`config.mk`:
```
export PLATFORM = sky130hd
export DESIGN_NAME = spi_slave_core
export DESIGN_NICKNAME = d
export VERILOG_FILES = /design/src/rtl/spis_pkg.sv /design/src/rtl/spis_sync.sv /design/src/rtl/spis_fifo.sv /design/src/rtl/spis_frame.sv /design/src/rtl/spi_slave_core.sv
export SDC_FILE = /design/constraint.sdc
export NUM_CORES = 1
export LEC_CHECK = 0
export ABC_AREA = 1
export CAP_MARGIN = 30
export CORE_ASPECT_RATIO = 1.5
export CORE_MARGIN = 2
export CORE_UTILIZATION = 35
export CTS_CLUSTER_SIZE = 24
export DETAILED_ROUTE_END_ITERATION = 10
export DONT_BUFFER_PORTS = 1
export PLACE_DENSITY_LB_ADDON = 0.25
export SETUP_SLACK_MARGIN = 0.4
export SKIP_LAST_GASP = 1
export SLEW_MARGIN = 30
export SYNTH_ARGS = -nofsm -noshare
export SYNTH_HDL_FRONTEND = slang
export SYNTH_SLANG_ARGS = --single-unit
export TNS_END_PERCENT = 100
```
`constraint.sdc`:
```
create_clock -name clk -period 5.2 [get_ports clk]
set_input_delay 1.56 -clock clk [delete_from_list [all_inputs] [get_ports clk]]
set_output_delay 1.56 -clock clk [all_outputs]
set_load 0.05 [all_outputs]
```
`src/rtl/spis_pkg.sv`:
```
package spis_pkg;

  typedef enum logic [1:0] {
    MODE_DUPLEX  = 2'b00,
    MODE_TX_ONLY = 2'b01,
    MODE_RX_ONLY = 2'b10,
    MODE_RSVD    = 2'b11
  } spis_mode_e;

  localparam int FLAG_UDF = 0;
  localparam int FLAG_OVF = 1;
  localparam int NUM_FLAGS = 2;
  localparam int MIN_FRAME = 4;

  function automatic logic mode_sends(input spis_mode_e m);
    return m != MODE_RX_ONLY;
  endfunction

  function automatic logic mode_stores(input spis_mode_e m);
    return m != MODE_TX_ONLY;
  endfunction

endpackage

```
`src/rtl/spis_sync.sv`:
```
module spis_sync #(
  parameter int   STAGES  = 2,
  parameter logic RST_VAL = 1'b0
) (
  input  logic clk,
  input  logic rst_n,
  input  logic d,
  output logic q
);
  logic [STAGES-1:0] chain;

  generate
    if (STAGES == 1) begin : g_one
      always_ff @(posedge clk or negedge rst_n) begin
        if (!rst_n) chain <= RST_VAL;
        else        chain <= d;
      end
    end else begin : g_many
      always_ff @(posedge clk or negedge rst_n) begin
        if (!rst_n) chain <= {STAGES{RST_VAL}};
        else        chain <= {chain[STAGES-2:0], d};
      end
    end
  endgenerate

  assign q = chain[STAGES-1];
endmodule

```
`src/rtl/spis_fifo.sv`:
```
module spis_fifo #(
  parameter int WIDTH = 16,
  parameter int DEPTH = 4
) (
  input  logic             clk,
  input  logic             rst_n,
  input  logic             push,
  input  logic [WIDTH-1:0] din,
  input  logic             pop,
  output logic [WIDTH-1:0] dout,
  output logic             full,
  output logic             empty
);
  localparam int AW = (DEPTH > 1) ? $clog2(DEPTH) : 1;

  logic [WIDTH-1:0] mem [DEPTH];
  logic [AW-1:0]    wp, rp;
  logic [AW:0]      level;
  logic             push_ok, pop_ok;

  function automatic logic [AW-1:0] bump(input logic [AW-1:0] p);
    return (p == AW'(DEPTH - 1)) ? '0 : p + 1'b1;
  endfunction

  assign full    = (level == (AW+1)'(DEPTH));
  assign empty   = (level == '0);
  assign push_ok = push && !full;
  assign pop_ok  = pop && !empty;
  assign dout    = mem[rp];

  always_ff @(posedge clk or negedge rst_n) begin
    if (!rst_n) begin
      wp    <= '0;
      rp    <= '0;
      level <= '0;
    end else begin
      if (push_ok) wp <= bump(wp);
      if (pop_ok)  rp <= bump(rp);
      case ({push_ok, pop_ok})
        2'b10:   level <= level + 1'b1;
        2'b01:   level <= level - 1'b1;
        default: level <= level;
      endcase
    end
  end

  always_ff @(posedge clk) begin
    if (push_ok) mem[wp] <= din;
  end

  // the fill level never passes the depth
  a_r11_level_bound: assert property (@(posedge clk) disable iff (!rst_n)
    level <= (AW+1)'(DEPTH));

  // a write while full leaves the level unchanged unless a read happens
  a_r11_full_write_ignored: assert property (@(posedge clk) disable iff (!rst_n)
    (full && push && !pop) |=> full);
endmodule

```
`src/rtl/spis_frame.sv`:
```
module spis_frame
  import spis_pkg::*;
#(
  parameter int DATA_W = 16,
  parameter int CW     = $clog2(DATA_W + 1)
) (
  input  logic              clk,
  input  logic              rst_n,
  input  logic              sclk_s,
  input  logic              mosi_s,
  input  logic              cs_s,
  input  logic              cfg_cpol,
  input  logic              cfg_cpha,
  input  logic [CW-1:0]     cfg_bits,
  input  spis_mode_e        mode,
  input  logic              tx_empty,
  input  logic [DATA_W-1:0] tx_data,
  input  logic              rx_full,
  output logic              tx_pop,
  output logic              rx_push,
  output logic [DATA_W-1:0] rx_word,
  output logic              udf_evt,
  output logic              ovf_evt,
  output logic              miso
);
  localparam logic [CW-1:0] MAXB = CW'(DATA_W);
  localparam logic [CW-1:0] MINB = CW'(MIN_FRAME);

  function automatic logic [CW-1:0] clamp_bits(input logic [CW-1:0] req);
    if (req < MINB) return MINB;
    if (req > MAXB) return MAXB;
    return req;
  endfunction

  function automatic logic [DATA_W-1:0] left_align(input logic [DATA_W-1:0] d,
                                                   input logic [CW-1:0] n);
    return d << (MAXB - n);
  endfunction

  function automatic logic [DATA_W-1:0] low_mask(input logic [CW-1:0] n);
    return {DATA_W{1'b1}} >> (MAXB - n);
  endfunction

  logic              sclk_d, cs_d;
  logic [CW-1:0]     cnt;
  logic [CW-1:0]     nbits;
  logic [DATA_W-1:0] tx_sh, rx_sh, rx_next;
  logic              selected, sclk_edge, lead, trail;
  logic              samp_edge, drv_edge, cs_fall;
  logic              frame_start, last_bit, sends, stores;

  assign nbits     = clamp_bits(cfg_bits);
  assign selected  = !cs_s;
  assign sclk_edge = sclk_s ^ sclk_d;
  assign lead      = selected && sclk_edge && (sclk_s != cfg_cpol);
  assign trail     = selected && sclk_edge && (sclk_s == cfg_cpol);
  assign samp_edge = cfg_cpha ? trail : lead;
  assign drv_edge  = cfg_cpha ? lead : trail;
  assign cs_fall   = cs_d && !cs_s;
  assign sends     = mode_sends(mode);
  assign stores    = mode_stores(mode);

  // Phase 0 opens a frame at select assertion; phase 1 at the first leading edge.
  assign frame_start = cfg_cpha ? (lead && (cnt == '0)) : cs_fall;
  assign tx_pop      = frame_start && sends && !tx_empty;
  assign udf_evt     = frame_start && sends && tx_empty;

  assign last_bit = samp_edge && (cnt == nbits - 1'b1);
  assign rx_next  = {rx_sh[DATA_W-2:0], mosi_s};
  assign rx_word  = rx_next & low_mask(nbits);
  assign rx_push  = last_bit && stores && !rx_full;
  assign ovf_evt  = last_bit && stores && rx_full;

  assign miso = cs_s ? 1'b1 : tx_sh[DATA_W-1];

  always_ff @(posedge clk or negedge rst_n) begin
    if (!rst_n) begin
      sclk_d <= 1'b0;
      cs_d   <= 1'b1;
    end else begin
      sclk_d <= sclk_s;
      cs_d   <= cs_s;
    end
  end

  always_ff @(posedge clk or negedge rst_n) begin
    if (!rst_n) begin
      cnt   <= '0;
      rx_sh <= '0;
    end else if (!selected) begin
      cnt <= '0;
    end else if (samp_edge) begin
      rx_sh <= rx_next;
      cnt   <= last_bit ? '0 : cnt + 1'b1;
    end
  end

  always_ff @(posedge clk or negedge rst_n) begin
    if (!rst_n) begin
      tx_sh <= '1;
    end else if (frame_start) begin
      tx_sh <= tx_pop ? left_align(tx_data, nbits) : '1;
    end else if (drv_edge && (cnt != '0)) begin
      tx_sh <= {tx_sh[DATA_W-2:0], 1'b1};
    end
  end

  // a released select leaves the bit position at the frame start
  a_r7_release_resets_count: assert property (@(posedge clk) disable iff (!rst_n)
    cs_s |=> (cnt == '0));

  // an underflow loads the all-ones pattern for the frame
  a_r5_udf_loads_ones: assert property (@(posedge clk) disable iff (!rst_n)
    udf_evt |=> (tx_sh == '1));

  // the receive FIFO is never written while full
  a_r6_no_store_when_full: assert property (@(posedge clk) disable iff (!rst_n)
    rx_push |-> !rx_full);

  // send-only mode never stores a word
  a_r8_tx_only_no_store: assert property (@(posedge clk) disable iff (!rst_n)
    (mode == MODE_TX_ONLY) |-> (!rx_push && !ovf_evt));

  // receive-only mode never reads the transmit FIFO
  a_r8_rx_only_no_read: assert property (@(posedge clk) disable iff (!rst_n)
    (mode == MODE_RX_ONLY) |-> (!tx_pop && !udf_evt));
endmodule

```
`src/rtl/spi_slave_core.sv`:
```
module spi_slave_core
  import spis_pkg::*;
#(
  parameter int DATA_W   = 16,
  parameter int TX_DEPTH = 4,
  parameter int RX_DEPTH = 4,
  parameter int SYNC_LEN = 2
) (
  input  logic                         clk,
  input  logic                         rst_n,
  input  logic                         cfg_cpol,
  input  logic                         cfg_cpha,
  input  logic [$clog2(DATA_W+1)-1:0]  cfg_frame_bits,
  input  logic [1:0]                   cfg_mode,
  input  logic [1:0]                   irq_mask,
  input  logic [1:0]                   flag_clr,
  input  logic [DATA_W-1:0]            tx_wdata,
  input  logic                         tx_wvalid,
  output logic                         tx_full,
  output logic [DATA_W-1:0]            rx_rdata,
  output logic                         rx_rvalid,
  input  logic                         rx_rready,
  input  logic                         sclk,
  input  logic                         mosi,
  input  logic                         cs_n,
  output logic                         miso,
  output logic                         flag_udf,
  output logic                         flag_ovf,
  output logic                         irq
);
  localparam int CW = $clog2(DATA_W + 1);

  logic                 sclk_s, mosi_s, cs_s;
  logic                 tx_empty, rx_full, rx_empty;
  logic                 tx_pop, rx_push, udf_evt, ovf_evt;
  logic [DATA_W-1:0]    tx_head, rx_word;
  logic [NUM_FLAGS-1:0] flags, events;
  spis_mode_e           mode;

  assign mode = spis_mode_e'(cfg_mode);

  spis_sync #(.STAGES(SYNC_LEN), .RST_VAL(1'b0)) u_sync_sclk (
    .clk(clk), .rst_n(rst_n), .d(sclk), .q(sclk_s));
  spis_sync #(.STAGES(SYNC_LEN), .RST_VAL(1'b0)) u_sync_mosi (
    .clk(clk), .rst_n(rst_n), .d(mosi), .q(mosi_s));
  spis_sync #(.STAGES(SYNC_LEN), .RST_VAL(1'b1)) u_sync_cs (
    .clk(clk), .rst_n(rst_n), .d(cs_n), .q(cs_s));

  spis_fifo #(.WIDTH(DATA_W), .DEPTH(TX_DEPTH)) u_tx_fifo (
    .clk(clk), .rst_n(rst_n),
    .push(tx_wvalid), .din(tx_wdata),
    .pop(tx_pop), .dout(tx_head),
    .full(tx_full), .empty(tx_empty));

  spis_fifo #(.WIDTH(DATA_W), .DEPTH(RX_DEPTH)) u_rx_fifo (
    .clk(clk), .rst_n(rst_n),
    .push(rx_push), .din(rx_word),
    .pop(rx_rready), .dout(rx_rdata),
    .full(rx_full), .empty(rx_empty));

  assign rx_rvalid = !rx_empty;

  spis_frame #(.DATA_W(DATA_W), .CW(CW)) u_frame (
    .clk(clk), .rst_n(rst_n),
    .sclk_s(sclk_s), .mosi_s(mosi_s), .cs_s(cs_s),
    .cfg_cpol(cfg_cpol), .cfg_cpha(cfg_cpha), .cfg_bits(cfg_frame_bits),
    .mode(mode),
    .tx_empty(tx_empty), .tx_data(tx_head), .rx_full(rx_full),
    .tx_pop(tx_pop), .rx_push(rx_push), .rx_word(rx_word),
    .udf_evt(udf_evt), .ovf_evt(ovf_evt), .miso(miso));

  always_comb begin
    events = '0;
    events[FLAG_UDF] = udf_evt;
    events[FLAG_OVF] = ovf_evt;
  end

  // Sticky flags: clear first, then a same-cycle event sets again.
  always_ff @(posedge clk or negedge rst_n) begin
    if (!rst_n) flags <= '0;
    else        flags <= (flags & ~flag_clr) | events;
  end

  assign flag_udf = flags[FLAG_UDF];
  assign flag_ovf = flags[FLAG_OVF];
  assign irq      = |(flags & ~irq_mask);

  // an uncleared underflow flag stays set
  a_r9_udf_sticky: assert property (@(posedge clk) disable iff (!rst_n)
    (flag_udf && !flag_clr[FLAG_UDF]) |=> flag_udf);

  // an uncleared overflow flag stays set
  a_r9_ovf_sticky: assert property (@(posedge clk) disable iff (!rst_n)
    (flag_ovf && !flag_clr[FLAG_OVF]) |=> flag_ovf);

  // a dropped frame raises the overflow flag on the next cycle
  a_r6_ovf_raises_flag: assert property (@(posedge clk) disable iff (!rst_n)
    ovf_evt |=> flag_ovf);

  // with both sources masked no request leaves the block
  a_r10_all_masked_quiet: assert property (@(posedge clk) disable iff (!rst_n)
    (&irq_mask) |-> !irq);
endmodule

```
==> results.md <==
* Resized Gates After CTS at 0
* Number of clock sinks seen by CTS at 188
* Worst-path cell chain: buf_4, clkinv_1, o21ai_0, o22ai_1, buf_4
* Number of instances in the placed design at 1250
* Detailed Place HPWL at 13600 um
* GPL Wtd Cong at 0.890
* Cell taking the most area after synthesis: sky130_fd_sc_hd__edfxtp_1
* Number of enable-type register cells in the synthesized netlist at 128
* Post-synthesis instance area at 0.00896 mm^2
* Clock latency of the later-clocked register in the worst-skew pair at 0.45 ns
* DIE HEIGHT at 200 um
* Max Buffers Root-to-Sink at 2
* Number of buffers inserted during clock tree synthesis at 17
* Per-cell routed wire length at 15.7 um
* Vias after detailed routing at 6215
* Global route total overflow at 0
* Number of hold-repair buffers added at the cts stage at 0
* Largest cells by area after synthesis: sky130_fd_sc_hd__edfxtp_1 43%, sky130_fd_sc_hd__dfrtp_1 11%, sky130_fd_sc_hd__nand2_1 9.9%, sky130_fd_sc_hd__nand3_1 7.0%, sky130_fd_sc_hd__dfstp_2 5.6%
* Pin count of the biggest net entering global routing at 61
* CP most frequent cell: sky130_fd_sc_hd__buf_4
* Net Count, Synth at 982
* Crit Path Max Fanout at 35
* Fraction of the yosys area taken by sequential cells at around 60%
* Remaining antenna violation count at 0
* Worst Setup Path Type: flop to output port
* Async set-or-reset flop fraction in the synthesized netlist at between 30% and 40%
* Area taken by multi-input logic gates at 0.00302 mm^2
* Largest stage delay on the critical path at roughly 0.78 ns
* Number of buffers added on ports at 0
* Synthesis-to-layout area growth at 12.3%
* Most used flip-flop cell after synthesis: sky130_fd_sc_hd__edfxtp_1
* Ratio of final minimum period to clock period at 81.9%
* Number of design-rule violations left by the first detailed-router iteration at 360
* Critical register-to-register path endpoint: u_tx_fifo.level[2]
* Length of the first detailed-routing pass in iterations at 5
* Clock root cell: sky130_fd_sc_hd__clkbuf_16
* GRT Resource Usage Total at between 15 and 20%
* Final worst setup slack at 0.943 ns
* Number of antenna repair diodes at 0
* Static leakage power at 4.20 nW
* Area share of the largest cell type after synthesis at 42.9%
* Worst R2R Start: u_frame.cnt[0]
* Least-Margin Pin Slew at roughly 0.9 ns
* Hold path endpoint: u_sync_sclk.chain[1]
* Layout Nets at 997
* Data required time of the worst path at 3.64 ns
* Hold path startpoint: u_sync_sclk.chain[0]
* Cell with the largest stage delay on the worst path: sky130_fd_sc_hd__clkinv_1
* Total of flip-flops plus latches after synthesis at around 190
* Number of setup violations in the final report at 0
* Unique masters post-synth at 40
* Post-Synthesis Cells at 926
* Final clock skew at 0.00995 ns
* Depth of the CTS H-tree at 4
* Max-capacitance violation count at 0
* Number of fill cells in the layout at roughly 2500
* Total core area at 0.0251 mm^2
* Starting density of the core at 35.6%
* Yosys synthesis warning count at 0
* Endpoints failing hold at 0
* Storage element area at 0.00537 mm^2
* Die area at 0.0269 mm^2
* Worst VDD drop at 0.294 mV
* Wire length of the first global-routing pass at around 32000 um
* Max Clock Freq at 0.235 GHz
* Count of cells along the worst register-to-register path at 13
* Mean cell area of the mapped netlist at approximately 9.7 um^2
* Count of pins on the block boundary at 58
* Arrival time of the worst setup path at between 2 and 3 ns
* Relative slew slack at 41.2%
* Status: finished, final reports clean
* Detailed-route DRC error count at 0
* Total setup buffers inserted after CTS at 0
* Unrepaired setup endpoints after global routing: false
* Layout Cells excl Fill at between 1000 and 1500
* Setup TNS after final layout at 0 ns
* Post-CTS clock slew at the launch and capture registers of the worst setup and hold paths at 0.07 ns
* Minimum setup slack among reg-to-reg paths at approximately 2.4 ns
* Slew Viols, Final at 0
* Kind of end point of the critical path: output port
* Number of global-route vias before repair at 6155
* Power density normalized to cell area at 538 mW/mm^2
* Hold path depth at 0
* Horiz. Die Dim at 135 um
* Minimum clock period after layout at 4.26 ns
* Worst setup SP type: flop
* Proportion of layout cells with a drive suffix above 1 at approximately an eighth
* Total Wirelength at 20100 um
* Initial antenna violation count at 0
* TritonCTS clock tree: done
* Site Rows at 71
* Vias per inst at 4.85
* Hold/Removal Path Class: flop to flop
* Place WS at 0.985 ns
-- registers in the layout, summed over array words and instances (netlist names) --
| name | count |
|---|---|
| u_tx_fifo.rp | 2 |
| u_sync_mosi.chain | 2 |
| u_rx_fifo.mem | 64 |
| u_frame.tx_sh | 16 |
| u_rx_fifo.wp | 2 |
| u_rx_fifo.rp | 2 |
| u_sync_cs.chain | 2 |
| u_rx_fifo.level | 3 |
| u_frame.sclk_d | 1 |
| u_tx_fifo.mem | 64 |
| flags | 2 |
| u_tx_fifo.wp | 2 |
| u_frame.cnt | 5 |
| u_frame.cs_d | 1 |
| u_sync_sclk.chain | 2 |
| u_tx_fifo.level | 3 |
| u_frame.rx_sh | 15 |
-- stage by stage --
| step | util, % | hold WS (ns) | total power, mW | cell area [um^2] |
|---|---|---|---|---|
| 5_1_grt | 40.0 | 0.366 | 5.76 | 10100 |
| 3_3_place_gp | 37.4 | 0.335 | 4.02 | 9410 |
| 2_1_floorplan | - | 0.331 | 3.52 | 8960 |
| 4_1_cts | 40.0 | 0.356 | 5.48 | 10100 |
| 3_5_place_dp | 37.4 | 0.335 | 4.05 | 9410 |
| 6_report | 40.0 | 0.353 | 5.41 | 10100 |
-- kinds of logic after synthesis --
group / Yosys count / share of synthesized area, %
simple gates: 479 / 23.8
flops: 188 / 59.9
buf+inv: 134 / 6.35
compound gates: 92 / 5.60
fa+ha+maj: 20 / 2.96
xor+xnor: 13 / 1.35
-- report_power, final --
part	internal, mW	total [mW]	switching, mW
combinational	0.559	1.91	1.35
clock	0.786	1.42	0.634
sequential	1.93	2.08	0.149
-- critical path, delay by kind of cell, from the launching register on --
| family | cells | cell delay, ns |
|---|---|---|
| AOI/OAI and AO/OA | 2 | 0.62 |
| DFF | 1 | 0.32 |
| buffers and inverters | 3 | 1.30 |
-- layout by cell type (no fill, tap or decap), types with 2 or more instances in the layout --
master / instances
sky130_fd_sc_hd__inv_8: 4
sky130_fd_sc_hd__nand4_4: 2
sky130_fd_sc_hd__o21ai_0: 56
sky130_fd_sc_hd__fa_1: 2
sky130_fd_sc_hd__o211ai_1: 2
sky130_fd_sc_hd__nand2_2: 5
sky130_fd_sc_hd__bufinv_16: 3
sky130_fd_sc_hd__buf_4: 32
sky130_fd_sc_hd__a21oi_1: 8
sky130_fd_sc_hd__o22ai_1: 20
sky130_fd_sc_hd__o21ai_2: 2
sky130_fd_sc_hd__nand3_1: 126
sky130_fd_sc_hd__inv_4: 2
sky130_fd_sc_hd__nand4_1: 4
sky130_fd_sc_hd__nor3_1: 8
sky130_fd_sc_hd__inv_1: 89
sky130_fd_sc_hd__nand2_1: 236
sky130_fd_sc_hd__edfxtp_1: 128
sky130_fd_sc_hd__clkbuf_16: 17
sky130_fd_sc_hd__nor2_1: 75
sky130_fd_sc_hd__xnor2_1: 4
sky130_fd_sc_hd__xor2_1: 8
sky130_fd_sc_hd__dfrtp_1: 41
sky130_fd_sc_hd__clkinv_8: 3
sky130_fd_sc_hd__or2_2: 6
sky130_fd_sc_hd__nor2_4: 2
sky130_fd_sc_hd__nand3_2: 2
sky130_fd_sc_hd__o21ai_1: 3
sky130_fd_sc_hd__and2_1: 2
sky130_fd_sc_hd__inv_2: 6
sky130_fd_sc_hd__inv_6: 3
sky130_fd_sc_hd__dfstp_2: 19
sky130_fd_sc_hd__nor2_2: 6
sky130_fd_sc_hd__ha_1: 18
-- area by class of cell --
class / instances / area share, %
Clock buffer: 17 / 4.23
Clock inverter: 15 / 2.21
Inverter: 98 / 3.71
Multi-Input combinational cell: 604 / 30.0
Sequential cell: 188 / 53.4
Tap cell: 328 / 4.08
Timing Repair Buffer: 32 / 2.39
-- synthesized netlist by cell type, drive strengths merged, types with 9 or more instances --
| cell | instances |
|---|---|
| inv | 98 |
| nand2 | 242 |
| clkbuf | 10 |
| xor2 | 9 |
| dfstp | 19 |
| buf | 26 |
| o22ai | 20 |
| o21ai | 61 |
| nand3 | 128 |
| a21oi | 9 |
| nor2 | 84 |
| ha | 18 |
| edfxtp | 128 |
| dfrtp | 41 |
-- how the worst max path moves through the flow --
stage                      start                   to  slack [ns]
2_1_floorplan  cfg_frame_bits[3]  u_rx_fifo.mem[0][0]        0.97
3_3_place_gp   cfg_frame_bits[3]   u_rx_fifo.level[1]        1.05
3_5_place_dp   cfg_frame_bits[3]   u_rx_fifo.level[1]        0.98
4_1_cts          u_rx_fifo.rp[0]         rx_rdata[10]        1.13
5_1_grt          u_rx_fifo.rp[0]         rx_rdata[10]        0.67
6_report         u_rx_fifo.rp[0]         rx_rdata[10]        0.94
-- layer usage --
metal / GRT usage (%) / vias to the layer above / wire length (um)
met5: 0 / - / 0
met3: 3.23 / 26 / 641
met4: 5.96 / 0 / 432
met1: 16.3 / 2998 / 7850
met2: 29.9 / 88 / 11200
li1: - / 3103 / -
No activity file was read; power rests on OpenSTA's default activity.
